**src/rtl/pin_bank_pkg.sv**
```systemverilog
`timescale 1ns/1ps
package pin_bank_pkg;

   localparam int unsigned WORD_W  = 32;
   localparam int unsigned GIE_BIT = 31;

   localparam logic [31:0] OFS_DATA0 = 32'h0000_0000;
   localparam logic [31:0] OFS_DIR0  = 32'h0000_0004;
   localparam logic [31:0] OFS_DATA1 = 32'h0000_0008;
   localparam logic [31:0] OFS_DIR1  = 32'h0000_000C;
   localparam logic [31:0] OFS_GIE   = 32'h0000_011C;
   localparam logic [31:0] OFS_STAT  = 32'h0000_0120;
   localparam logic [31:0] OFS_IEN   = 32'h0000_0128;

   typedef enum logic [2:0] {
      SEL_NONE, SEL_DATA0, SEL_DIR0, SEL_DATA1, SEL_DIR1,
      SEL_GIE, SEL_STAT, SEL_IEN
   } reg_sel_e;

   // Channel 2 registers decode only when the second channel exists
   function automatic reg_sel_e decode_addr(input logic [31:0] a, input bit dual);
      reg_sel_e s;
      s = SEL_NONE;
      if (a == OFS_DATA0)              s = SEL_DATA0;
      else if (a == OFS_DIR0)          s = SEL_DIR0;
      else if (a == OFS_DATA1 && dual) s = SEL_DATA1;
      else if (a == OFS_DIR1 && dual)  s = SEL_DIR1;
      else if (a == OFS_GIE)           s = SEL_GIE;
      else if (a == OFS_STAT)          s = SEL_STAT;
      else if (a == OFS_IEN)           s = SEL_IEN;
      return s;
   endfunction

endpackage

```
**src/rtl/pin_sync.sv**
```systemverilog
`timescale 1ns/1ps
module pin_sync #(
   parameter int unsigned W = 32
) (
   input  logic         clk,
   input  logic         rst_n,
   input  logic [W-1:0] async_in,
   output logic [W-1:0] sync_out
);

   logic [W-1:0] stage1_q;
   logic [W-1:0] stage2_q;

   always_ff @(posedge clk or negedge rst_n) begin
      if (!rst_n) begin
         stage1_q <= '0;
         stage2_q <= '0;
      end else begin
         stage1_q <= async_in;
         stage2_q <= stage1_q;
      end
   end

   assign sync_out = stage2_q;

endmodule

```
**src/rtl/pin_channel.sv**
```systemverilog
`timescale 1ns/1ps
module pin_channel #(
   parameter int unsigned W        = 32,
   parameter logic [31:0] DOUT_RST = 32'h0000_0000,
   parameter logic [31:0] DIR_RST  = 32'hFFFF_FFFF
) (
   input  logic         clk,
   input  logic         rst_n,
   input  logic         wr_data,
   input  logic         wr_dir,
   input  logic [W-1:0] wdata,
   input  logic [W-1:0] pins_in,
   output logic [W-1:0] pins_out,
   output logic [W-1:0] pins_oe,
   output logic [W-1:0] rd_data,
   output logic [W-1:0] rd_dir,
   output logic         change
);

   localparam logic [W-1:0] DOUT_INIT = DOUT_RST[W-1:0];
   localparam logic [W-1:0] DIR_INIT  = DIR_RST[W-1:0];
   localparam int unsigned  WARM_N    = 3;

   logic [W-1:0]      pin_s;
   logic [W-1:0]      prev_q;
   logic [W-1:0]      dout_q;
   logic [W-1:0]      dir_q;
   logic [WARM_N-1:0] warm_q;

   pin_sync #(.W(W)) i_sync (
      .clk      (clk),
      .rst_n    (rst_n),
      .async_in (pins_in),
      .sync_out (pin_s)
   );

   always_ff @(posedge clk or negedge rst_n) begin
      if (!rst_n) begin
         dout_q <= DOUT_INIT;
         dir_q  <= DIR_INIT;
         prev_q <= '0;
         warm_q <= '0;
      end else begin
         if (wr_data) dout_q <= wdata;
         if (wr_dir)  dir_q  <= wdata;
         prev_q <= pin_s;
         warm_q <= {warm_q[WARM_N-2:0], 1'b1};
      end
   end

   // Edges are ignored until the synchroniser holds real pin samples
   assign change   = warm_q[WARM_N-1] & |((pin_s ^ prev_q) & dir_q);
   assign pins_out = dout_q;
   assign pins_oe  = ~dir_q;
   assign rd_data  = (pin_s & dir_q) | (dout_q & ~dir_q);
   assign rd_dir   = dir_q;

endmodule

```
**src/rtl/pin_irq_ctrl.sv**
```systemverilog
`timescale 1ns/1ps
module pin_irq_ctrl #(
   parameter int unsigned NCH = 2
) (
   input  logic       clk,
   input  logic       rst_n,
   input  logic [1:0] chg,
   input  logic       wr_stat,
   input  logic       wr_ien,
   input  logic       wr_gie,
   input  logic [1:0] wd_low,
   input  logic       wd_gie,
   output logic [1:0] stat_q,
   output logic [1:0] ien_q,
   output logic       gie_q,
   output logic       irq
);

   localparam logic [1:0] CH_MASK = (NCH == 2) ? 2'b11 : 2'b01;

   logic [1:0] clr;
   logic [1:0] stat_d;

   // A new event in the same cycle as a clear wins, so no edge is lost
   assign clr    = wr_stat ? wd_low : 2'b00;
   assign stat_d = ((stat_q & ~clr) | chg) & CH_MASK;

   always_ff @(posedge clk or negedge rst_n) begin
      if (!rst_n) begin
         stat_q <= '0;
         ien_q  <= '0;
         gie_q  <= 1'b0;
      end else begin
         stat_q <= stat_d;
         if (wr_ien) ien_q <= wd_low & CH_MASK;
         if (wr_gie) gie_q <= wd_gie;
      end
   end

   assign irq = gie_q & |(stat_q & ien_q);

endmodule

```
**src/rtl/pin_bank_ctrl.sv**
```systemverilog
`timescale 1ns/1ps
module pin_bank_ctrl #(
   parameter int unsigned ADDR_W    = 12,
   parameter int unsigned CH0_W     = 32,
   parameter int unsigned CH1_W     = 32,
   parameter bit          DUAL      = 1'b1,
   parameter logic [31:0] CH0_DOUT  = 32'h0000_0000,
   parameter logic [31:0] CH0_DIR   = 32'hFFFF_FFFF,
   parameter logic [31:0] CH1_DOUT  = 32'h0000_0000,
   parameter logic [31:0] CH1_DIR   = 32'hFFFF_FFFF
) (
   input  logic              clk,
   input  logic              rst_n,
   input  logic              bus_valid,
   input  logic              bus_write,
   input  logic [ADDR_W-1:0] bus_addr,
   input  logic [31:0]       bus_wdata,
   output logic [31:0]       bus_rdata,
   input  logic [CH0_W-1:0]  pins0_in,
   output logic [CH0_W-1:0]  pins0_out,
   output logic [CH0_W-1:0]  pins0_oe,
   input  logic [CH1_W-1:0]  pins1_in,
   output logic [CH1_W-1:0]  pins1_out,
   output logic [CH1_W-1:0]  pins1_oe,
   output logic              irq
);
   import pin_bank_pkg::*;

   localparam int unsigned NCH = DUAL ? 2 : 1;

   if (CH0_W < 1 || CH0_W > 32) begin : g_bad_w0
      $error("pin_bank_ctrl: CH0_W must lie in 1..32");
   end
   if (CH1_W < 1 || CH1_W > 32) begin : g_bad_w1
      $error("pin_bank_ctrl: CH1_W must lie in 1..32");
   end
   if (ADDR_W < 9 || ADDR_W > 32) begin : g_bad_aw
      $error("pin_bank_ctrl: ADDR_W must lie in 9..32");
   end

   reg_sel_e   sel;
   logic       wr_en;
   logic [1:0] chg;
   logic [1:0] irq_stat_q;
   logic [1:0] irq_ien_q;
   logic       irq_gie_q;

   logic [CH0_W-1:0] ch0_rd;
   logic [CH0_W-1:0] ch0_dir;
   logic [CH1_W-1:0] ch1_rd;
   logic [CH1_W-1:0] ch1_dir;

   assign sel   = decode_addr(32'(bus_addr), DUAL);
   assign wr_en = bus_valid & bus_write;

   pin_channel #(.W(CH0_W), .DOUT_RST(CH0_DOUT), .DIR_RST(CH0_DIR)) i_ch0 (
      .clk      (clk),
      .rst_n    (rst_n),
      .wr_data  (wr_en && sel == SEL_DATA0),
      .wr_dir   (wr_en && sel == SEL_DIR0),
      .wdata    (bus_wdata[CH0_W-1:0]),
      .pins_in  (pins0_in),
      .pins_out (pins0_out),
      .pins_oe  (pins0_oe),
      .rd_data  (ch0_rd),
      .rd_dir   (ch0_dir),
      .change   (chg[0])
   );

   if (DUAL) begin : g_ch1
      pin_channel #(.W(CH1_W), .DOUT_RST(CH1_DOUT), .DIR_RST(CH1_DIR)) i_ch1 (
         .clk      (clk),
         .rst_n    (rst_n),
         .wr_data  (wr_en && sel == SEL_DATA1),
         .wr_dir   (wr_en && sel == SEL_DIR1),
         .wdata    (bus_wdata[CH1_W-1:0]),
         .pins_in  (pins1_in),
         .pins_out (pins1_out),
         .pins_oe  (pins1_oe),
         .rd_data  (ch1_rd),
         .rd_dir   (ch1_dir),
         .change   (chg[1])
      );
   end else begin : g_no_ch1
      logic unused_pins1;
      assign unused_pins1 = ^pins1_in;
      assign pins1_out    = '0;
      assign pins1_oe     = '0;
      assign ch1_rd       = '0;
      assign ch1_dir      = '0;
      assign chg[1]       = 1'b0;
   end

   pin_irq_ctrl #(.NCH(NCH)) i_irq (
      .clk     (clk),
      .rst_n   (rst_n),
      .chg     (chg),
      .wr_stat (wr_en && sel == SEL_STAT),
      .wr_ien  (wr_en && sel == SEL_IEN),
      .wr_gie  (wr_en && sel == SEL_GIE),
      .wd_low  (bus_wdata[1:0]),
      .wd_gie  (bus_wdata[GIE_BIT]),
      .stat_q  (irq_stat_q),
      .ien_q   (irq_ien_q),
      .gie_q   (irq_gie_q),
      .irq     (irq)
   );

   always_comb begin
      bus_rdata = '0;
      if (bus_valid && !bus_write) begin
         unique case (sel)
            SEL_DATA0: bus_rdata = 32'(ch0_rd);
            SEL_DIR0:  bus_rdata = 32'(ch0_dir);
            SEL_DATA1: bus_rdata = 32'(ch1_rd);
            SEL_DIR1:  bus_rdata = 32'(ch1_dir);
            SEL_GIE:   bus_rdata = {irq_gie_q, 31'd0};
            SEL_STAT:  bus_rdata = {30'd0, irq_stat_q};
            SEL_IEN:   bus_rdata = {30'd0, irq_ien_q};
            default:   bus_rdata = '0;
         endcase
      end
   end

endmodule

```
**config.mk**
```make
export PLATFORM = sky130hd
export DESIGN_NAME = pin_bank_ctrl
export DESIGN_NICKNAME = d
export VERILOG_FILES = /design/src/rtl/pin_bank_pkg.sv /design/src/rtl/pin_sync.sv /design/src/rtl/pin_channel.sv /design/src/rtl/pin_irq_ctrl.sv /design/src/rtl/pin_bank_ctrl.sv
export SDC_FILE = /design/constraint.sdc
export NUM_CORES = 1
export LEC_CHECK = 0
export ABC_CLOCK_PERIOD_IN_PS = 6830
export BUFFER_PORTS_ARGS = -buffer_cell sky130_fd_sc_hd__buf_2
export CAP_MARGIN = 20
export CELL_PAD_IN_SITES_DETAIL_PLACEMENT = 0
export CELL_PAD_IN_SITES_GLOBAL_PLACEMENT = 1
export CORE_UTILIZATION = 47
export DETAILED_ROUTE_END_ITERATION = 8
export GPL_ROUTABILITY_DRIVEN = 0
export PLACE_DENSITY_LB_ADDON = 0.1
export SYNTH_ARGS = -nofsm -noshare
export SYNTH_HDL_FRONTEND = slang
export SYNTH_SLANG_ARGS = --single-unit
```
**constraint.sdc**
```tcl
create_clock -name clk -period 6.83 [get_ports clk]
set_input_delay 1.366 -clock clk [delete_from_list [all_inputs] [get_ports clk]]
set_output_delay 1.366 -clock clk [all_outputs]
set_load 0.02 [all_outputs]
```
==> flow_summary.toml, run 1 <==
[cts]
cts_sinks = 328
clk_latency_ns = 0.50
postCtsHoldBufs = 0
cts-htree-levels = 2
post_cts_resized = 0
cts-root-buf = "clkbuf_16"
cts_buffers = 36
post_cts_buffers = 0
cts_buffer_depth = 3
tritoncts = "built"
path_clk_slew_ns = 0.06

[layout]
drive_gt1_share_pct = 43.9
area_growth_syn_to_layout_pct = 23.5
final_nets = 1296
utilization_pct = 59.1

[timing]
skew_ns = 0.00778
worst_slew_pin_slew_ns = 0.993
slew_viol_final = 0
rsz0062_at_grt = "no"
fin_ws_ns = 1.24
setup_tns_ns = 0
setup_viol = 0
hold_violations = 0
fin_crit_sh_pct = 81.8
max_freq_mhz = 179
slew_headroom_pct = 33.8
period_minus_slack_ns = 5.59

[placed_design]
dpl_worst_slack_ns = 1.28
dpl.hpwl_um = 22500
io_buffers = 272

[worst_hold_path]
hold_depth = 0
worstHoldPathType = "flip-flop to flip-flop"

[power]
ir_drop_mv = 0.203
pwr_density_cell_nw_per_um2 = 268
p_leak_nw = 6.88

[synthesis]
synth.avg_cell_area_sq_um = 13.8
synth_warnings = 0
synth.largest_area_cell = "dfrtp_1"
syn_nets = 1012
async_reset_ff_share_pct = 100
synth_seq_cells = 328
synth_top_area_share_pct = 53.1
synth_edf_count = 0
synth_seq_area_share_pct = 66.6
synth_top_cells_by_area = "dfrtp_1 53%, dfstp_2 14%, mux2_2 11%, xnor2_1 4.5%, inv_1 2.8%"
synth_cell_types = 41
netlist_area_sq_um = 12400
syn_inst = 900
synthFlopType = "dfrtp_1"

[floorplanning]
rows = 59
start_util_pct = 47.9
die_x_um = 165
die_y_um = 165
ios = 273
core_area_sq_um = 26000
die_area_sq_um = 27100

[worst_setup_path]
endpoint = "bus_rdata[8]"
startpoint_type = "input port"
rr_worst_depth = 5
required_ns = 5.46
r2r_start = "g_ch1.i_ch1.i_sync.sync_out[7]"
worst-path-max-fanout = 16
critPathKind = "input port to output pin"
critPathLaunch = "bus_addr[7]"
r2r_end = "i_irq.stat_q[1]"
worst_ep_arrival_time_ns = 4.22
end_kind = "output pin"
rrSetupSlack_ns = 4.78

[grt]
grtUsageTotal_pct = 24.5
first_global_vias = 8200
antenna_found_initial = 3
gr-total-overflow = 0
grt_max_degree = 129
grt_pass1_wl_um = 48600

[drt]
firstDrtPassIters = 5
drtIter0Drc = 506
drc_errors = 0
antenna_left = 0
dr_total_vias = 8256
routed_wl_um = 32800
wl_per_cell_um = 21.2
via_per_inst = 5.33

[outcome]
status = "finished clean"

[flow_run]
drv_cap = 0
## cell families after synthesis
logic type | after synthesis | share of synthesized area (%)
flops | 328 | 66.6
other cells | 1 | 0.0301
buf+inv | 130 | 4.01
mux | 136 | 12.3
compound gates | 164 | 9.03
simple gates | 77 | 3.51
xor+xnor | 64 | 4.51
## cells in the mapped netlist, types with 2 or more instances
master / instances
o311ai_0: 29
mux2i_1: 2
dfrtp_1: 264
o21ai_0: 29
o22ai_1: 34
nor2b_1: 2
nand4_1: 9
nor3_1: 2
xnor2_1: 64
nand2_1: 5
nor4_1: 8
o211ai_1: 30
nand3_1: 29
inv_1: 94
clkbuf_1: 21
dfstp_2: 64
buf_2: 5
mux2_1: 8
and3_1: 4
a22oi_1: 5
nor2_1: 8
buf_1: 8
nand3b_1: 2
a22o_1: 2
mux2_2: 126
a31oi_1: 31
## area by class of cell
cell class	instances	area (sq um)
Clock buffer	55	1080
Inverter	94	353
Tap cell	335	419
Fill cell	2184	10600
Clock inverter	9	104
Timing Repair Buffer	282	1460
Multi-Input combinational cell	442	3650
Sequential cell	328	8290
Antenna cell	3	7.51
## how the worst min path moves through the flow
stage / end / startpoint
4_1_cts: i_ch0.i_sync.sync_out[23] / i_ch0.i_sync.stage1_q[23]
3_5_place_dp: g_ch1.i_ch1.i_sync.sync_out[24] / g_ch1.i_ch1.i_sync.stage1_q[24]
5_1_grt: i_ch0.i_sync.sync_out[7] / i_ch0.i_sync.stage1_q[7]
2_1_floorplan: g_ch1.i_ch1.i_sync.sync_out[0] / g_ch1.i_ch1.i_sync.stage1_q[0]
6_report: i_ch0.i_sync.sync_out[23] / i_ch0.i_sync.stage1_q[23]
3_3_place_gp: i_ch0.i_sync.sync_out[12] / i_ch0.i_sync.stage1_q[12]
## routing by layer
layer / wire length (um) / GRT usage, %
met4: 739 / 7.80
met3: 2070 / 4.97
met1: 14600 / 34.1
met5: 0 / 0
met2: 15300 / 38.8
## placed cells by master (no fill, tap or decap), types with 2 or more instances in the layout
cell type,synthesis,final
mux2_2,126,126
mux2i_1,2,2
dfrtp_1,264,264
clkinv_2,0,4
inv_1,94,94
clkbuf_16,0,37
xnor2_1,64,64
o211ai_1,30,30
dfstp_2,64,64
nand3b_1,2,2
buf_4,1,9
nor2_1,8,8
clkbuf_1,21,9
nand4_1,9,9
a22oi_1,5,5
buf_2,5,271
o21ai_0,29,29
nor4_1,8,8
nand2_1,5,5
o22ai_1,34,34
and3_1,4,3
diode_2,0,3
a22o_1,2,2
mux2_1,8,8
nor3_1,2,2
nand3_1,29,29
a31oi_1,31,31
nor2b_1,2,2
o311ai_0,29,29
clkbuf_8,0,9
bufinv_16,0,2
clkinvlp_4,0,2
## report_power, final
part	leakage, nW	internal (mW)	switching [mW]
clock network	0.580	1.17	0.739
logic	2.40	0.0613	0.0903
registers	3.89	2.01	0.0426
total	6.88	3.24	0.872
## worst max-delay path, cell delays in order
cell,delay [ns]
buf_2,0.09
or4_1,0.65
nor3_4,0.29
and3_1,0.77
buf_4,0.42
o211ai_1,0.14
a31oi_1,0.28
buf_2,0.21
## stage by stage
step	instance area, sq um	std cells	hold slack, ns	total power [mW]
2_1_floorplan	12400	900	0.331	2.13
3_3_place_gp	14200	1481	0.332	2.24
3_5_place_dp	14200	1481	0.335	2.24
4_1_cts	15400	1545	0.344	4.16
5_1_grt	15400	1545	0.349	4.27
6_report	15400	1548	0.340	4.11
No activity file was read; power rests on OpenSTA's default activity.
==> inputs of run 2 (changes only) <==
--- a/config.mk
+++ b/config.mk
@@ -5,12 +5,12 @@
 export SDC_FILE = /design/constraint.sdc
 export NUM_CORES = 1
 export LEC_CHECK = 0
-export ABC_CLOCK_PERIOD_IN_PS = 6830
+export ABC_CLOCK_PERIOD_IN_PS = 5000
 export BUFFER_PORTS_ARGS = -buffer_cell sky130_fd_sc_hd__buf_2
 export CAP_MARGIN = 20
 export CELL_PAD_IN_SITES_DETAIL_PLACEMENT = 0
 export CELL_PAD_IN_SITES_GLOBAL_PLACEMENT = 1
-export CORE_UTILIZATION = 47
+export CORE_UTILIZATION = 39
 export DETAILED_ROUTE_END_ITERATION = 8
 export GPL_ROUTABILITY_DRIVEN = 0
 export PLACE_DENSITY_LB_ADDON = 0.1
==> constraint.sdc (replaced) <==
create_clock -name clk -period 5 [get_ports clk]
set_input_delay 1 -clock clk [delete_from_list [all_inputs] [get_ports clk]]
set_output_delay 1 -clock clk [all_outputs]
set_load 0.02 [all_outputs]
==> run 2 against run 1 <==
Hold slack better by 0.0058 ns; worst setup slack worse by 0.69 ns; clock power rose by 46%; via count grew 0.46%; final cell count rose by 4.8%; clock skew rose by 0.0043 ns; critical path depth shrank 1; critical endpoint is now bus_rdata[3]; largest cell class unchanged; highest routed layer is now met5.
==> flow_summary.toml, run 2 (synthesis gave the netlist of run 1 again) <==
[floorplanning]
ios = 273
core_area_sq_um = 31500
die_y_um = 181
start_util_pct = 39.5
die_x_um = 181
die_area_sq_um = 32600
rows = 65

[drt]
via_per_inst = 5.11
dr_wl_met3_um = 1790
met1Wirelength_um = 16400
routed_wl_um = 35500
topRoutingLayerUsed = "met5"
wl_per_cell_um = 21.9
antenna_left = 0
dr_total_vias = 8294
drc_errors = 0
firstDrtPassIters = 4
drtIter0Drc = 452
wl_met2_um = 16600

[layout]
drive_gt1_share_pct = 44.7
final_nets = 1302
layout_common_cells = "270 x buf_2, 264 x dfrtp_1, 126 x mux2_2, 94 x inv_1"
final_common_cell = "buf_2"
fin_cells = 1622
area_growth_syn_to_layout_pct = 25.7

[power]
power_report.internal_total_mw = 4.55
power.share.clock_pct = 47.9
power_mw = 5.80
swShare_pct = 21.4
pwr-share-seq_pct = 48.4
p_sw_mw = 1.24
ir_drop_mv = 0.225
p_leak_nw = 6.97
pwr_density_cell_nw_per_um2 = 371
combinationalPowerShare_pct = 3.6

[grt]
first_global_vias = 8667
gr-total-overflow = 0
grt_max_degree = 126
grtUsageTotal_pct = 22.1
antenna_found_initial = 5
grt_pass1_wl_um = 54100

[timing]
max_freq_mhz = 225
setup_viol = 0
fin_crit_sh_pct = 89.0
setup_tns_ns = 0
rsz0062_at_grt = "no"
hold_violations = 0
skew_ns = 0.0120
fin_ws_ns = 0.551
slew_headroom_pct = 35.5
hold-worst-slack_ns = 0.345
slew_viol_final = 0
period_minus_slack_ns = 4.45
worst_slew_pin_slew_ns = 0.967

[worst_setup_path]
cp_slowest_stage_delay_ns = 0.63
critPathLaunch = "bus_addr[7]"
end_kind = "output pin"
required_ns = 4.00
crit_buf_inv = 2
cpMaxStageDelayCell = "or4_1"
path_common_cell = "buf_2"
startpoint_type = "input port"
critPathKind = "input port to output pin"
r2r_start = "i_ch0.i_sync.sync_out[11]"
path_cells = "buf_2 > or4_1 > nor3_4 > and3_2 > o311ai_0 > a31oi_1 > buf_2"
worst_ep_arrival_time_ns = 3.45
worst-path-max-fanout = 15
critical_path.top_delay_family = "simple AND/OR/NAND/NOR gates"

[cts]
cts_buffers = 38
post_cts_buffers = 0
cts-root-buf = "clkbuf_16"
cts-htree-levels = 2
postCtsHoldBufs = 0
clk_latency_ns = 0.52
tritoncts = "built"
path_clk_slew_ns = 0.05
post_cts_resized = 0
cts_buffer_depth = 3
cts_sinks = 328

[worst_hold_path]
worstHoldPathType = "flip-flop to flip-flop"
worstHoldStart = "g_ch1.i_ch1.i_sync.stage1_q[19]"

[outcome]
status = "finished clean"

[placed_design]
io_buffers = 272
dpl_worst_slack_ns = 0.569
dpl.hpwl_um = 24700
dpl.cell_count = 1552

[flow_run]
drv_cap = 0
-- run 2: changes by cell type in the layout (fill, tap and decap cells not counted), moves of 2 or more --
cell	before	now
and3_1	3	1
clkinv_2	4	7
clkbuf_16	37	39
and3_2	1	3
buf_12	1	6
clkbuf_1	9	7
-- run 2: metrics by stage --
step	instance area [sq um]	util, %
after CTS	15600	49.7
after global placement	14400	45.6
after detailed placement	14400	45.6
after floorplan	12400	-
final	15600	49.7
after global routing	15600	49.7
-- run 2: layer usage --
metal,GRT usage (%),vias up
met4,5.91,6
met2,35.3,245
li1,-,3778
met3,4.32,50
met1,30.8,4215
met5,0,-
-- run 2: path summary, 6_finish.rpt --
kind / end / slack (ns) / depth (start not counted)
max reg2reg: i_irq.stat_q[0] / 3.05 / 5
max in group asynchronous: g_ch1.i_ch1.rd_dir[28] / 3.39 / 2
min in group asynchronous: g_ch1.i_ch1.i_sync.sync_out[6] / 0.58 / 1
min reg2reg: g_ch1.i_ch1.i_sync.sync_out[19] / 0.35 / 0
max: bus_rdata[3] / 0.55 / 7
min: g_ch1.i_ch1.i_sync.sync_out[19] / 0.35 / 0
-- run 2: area by class of cell --
class	instances	area (sq um)
Clock inverter	13	150
Tap cell	402	503
Inverter	94	353
Fill cell	2843	15800
Multi-Input combinational cell	442	3660
Clock buffer	55	1130
Timing Repair Buffer	286	1550
Sequential cell	328	8290
Antenna cell	2	5.00
-- run 2: power by group through the flow --
stage,Clock [mW],Sequential (mW),Combinational [mW]
after floorplan,0,2.83,0.0775
after global placement,0,2.85,0.215
after detailed placement,0,2.85,0.217
after CTS,2.86,2.81,0.218
after global routing,2.97,2.82,0.238
final,2.78,2.81,0.210
==> inputs of run 3 (changes only) <==
--- a/config.mk
+++ b/config.mk
@@ -13,7 +13,9 @@
 export CORE_UTILIZATION = 39
 export DETAILED_ROUTE_END_ITERATION = 8
 export GPL_ROUTABILITY_DRIVEN = 0
+export HOLD_SLACK_MARGIN = 0.12
 export PLACE_DENSITY_LB_ADDON = 0.1
+export RECOVER_POWER = 25
 export SYNTH_ARGS = -nofsm -noshare
 export SYNTH_HDL_FRONTEND = slang
 export SYNTH_SLANG_ARGS = --single-unit
==> constraint.sdc (replaced) <==
create_clock -name clk -period 5 [get_ports clk]
set_input_delay 1 -clock clk [delete_from_list [all_inputs] [get_ports clk]]
set_output_delay 1 -clock clk [all_outputs]
set_load 0.01 [all_outputs]
==> run 3 against run 2 <==
The run now ends with capacitance limit, slew limit left; global-route usage is 0.35 points higher; highest routed layer unchanged; final cell count rose by 0.31%; critical path depth is 1 higher; maximum frequency is essentially flat; register-to-register slack worse by 0.09 ns; largest power group is now the clock network; core utilization is 0.079 points higher; design area is 0.16% higher; clock-buffer cell count stayed put.
==> flow_summary.toml, run 3 (synthesis gave the netlist of run 1 again) <==
[layout]
utilization_pct = 49.8
layout_common_cells = "269 x buf_2, 264 x dfrtp_1, 126 x mux2_2, 94 x inv_1"
final_nets = 1304
fin_cells = 1627
multiInputGateArea_sq_um = 3660
area_growth_syn_to_layout_pct = 25.9
regArea_sq_um = 8290
fill_cells = 2843
final_common_cell = "buf_2"
drive_gt1_share_pct = 44.9

[timing]
worst_slew_pin_slew_ns = 2.79
setup_tns_ns = 0
hold_violations = 0
slew_viol_final = 104
slew_headroom_pct = -86.2
skew_ns = 0.0105
fin_crit_sh_pct = 89.0
setup_viol = 0
max_freq_mhz = 225
period_minus_slack_ns = 4.45
rsz0062_at_grt = "no"

[grt]
antenna_found_initial = 6
grtUsageTotal_pct = 22.4
grt_max_degree = 106
gr-total-overflow = 0
grt_pass1_wl_um = 54800
first_global_vias = 8579

[floorplanning]
rows = 65
start_util_pct = 39.5
ios = 273
die_y_um = 181
core_area_sq_um = 31500
die_x_um = 181
die_area_sq_um = 32600

[worst_setup_path]
end_kind = "output pin"
critPathKind = "input port to output pin"
required_ns = 4.00
startpoint_type = "input port"
worst-path-max-fanout = 16
worst_ep_arrival_time_ns = 3.45

[cts]
path_clk_slew_ns = 0.06
cts-root-buf = "clkbuf_16"
cts_buffers = 37
tritoncts = "built"
post_cts_resized = 0
cts_sinks = 328
cts_buffer_depth = 3
cts-htree-levels = 2
post_cts_buffers = 0
postCtsHoldBufs = 0
clk_latency_ns = 0.51

[drt]
antenna_left = 0
drtIter0Drc = 443
routed_wl_um = 35800
dr_total_vias = 8364
firstDrtPassIters = 4
drc_errors = 0
via_per_inst = 5.14
wl_per_cell_um = 22.0

[power]
p_leak_nw = 6.98
pwr_density_cell_nw_per_um2 = 376
ir_drop_mv = 0.279
power_mw = 5.89

[placed_design]
dpl.hpwl_um = 24700
io_buffers = 272
dpl.cell_count = 1555

[flow_run]
drv_cap = 1

[outcome]
status = "complete, but fails checks"
violations = "capacitance limit, slew limit"

[worst_hold_path]
worstHoldPathType = "flip-flop to flip-flop"
-- run 3: cell type report --
type | count | share of cell area (%)
inverters | 94 | 2.25
repair buffers | 289 | 9.75
clock inverters | 13 | 1.13
multi-input cells | 442 | 23.4
flip-flops and latches | 328 | 52.9
clock buffers | 55 | 7.32
diodes | 4 | 0.0639
well taps | 402 | 3.21
-- run 3: final timing paths --
path,from,endpoint,slack (ns),cells after the start
worst min-delay path,i_ch0.i_sync.stage1_q[19],i_ch0.i_sync.sync_out[19],0.34,0
worst min register to register,i_ch0.i_sync.stage1_q[19],i_ch0.i_sync.sync_out[19],0.34,0
worst max register to register,i_ch0.rd_dir[11],i_irq.stat_q[0],2.96,5
worst max-delay path,bus_addr[7],bus_rdata[10],0.55,8
min in group asynchronous,rst_n,g_ch1.i_ch1.i_sync.stage1_q[6],1.30,1
max in group asynchronous,rst_n,g_ch1.i_ch1.rd_dir[26],1.97,2
-- run 3: routing by layer --
| layer | share of wire, % | track usage, % | wire length [um] | up-vias |
|---|---|---|---|---|
| met1 | 46 | 31.5 | 16400 | 4234 |
| met4 | 2.4 | 6.50 | 861 | 4 |
| met2 | 46 | 35.2 | 16400 | 272 |
| met5 | 0.064 | 0 | 23 | - |
| li1 | - | - | - | 3790 |
| met3 | 5.9 | 4.55 | 2110 | 64 |
-- run 3: power breakdown --
part | internal [mW] | switching (mW)
Combinational | 0.0857 | 0.124
Sequential | 2.75 | 0.0571
Clock | 1.80 | 1.08
-- run 3: critical path, stage by stage --
cell,delay (ns)
buf_2,0.09
or4_1,0.64
nor3_4,0.29
and3_2,0.56
buf_4,0.32
o311ai_0,0.17
a31oi_1,0.21
buf_2,0.16
-- run 3: per-stage QoR --
stage | setup WS (ns) | hold WS [ns] | area (sq um)
finish | 0.549 | 0.336 | 15700
global route | 0.403 | 0.350 | 15700
global placement | 0.582 | 0.332 | 14300
CTS | 0.557 | 0.341 | 15700
detailed placement | 0.563 | 0.335 | 14300
floorplan | 1.24 | 0.331 | 12400
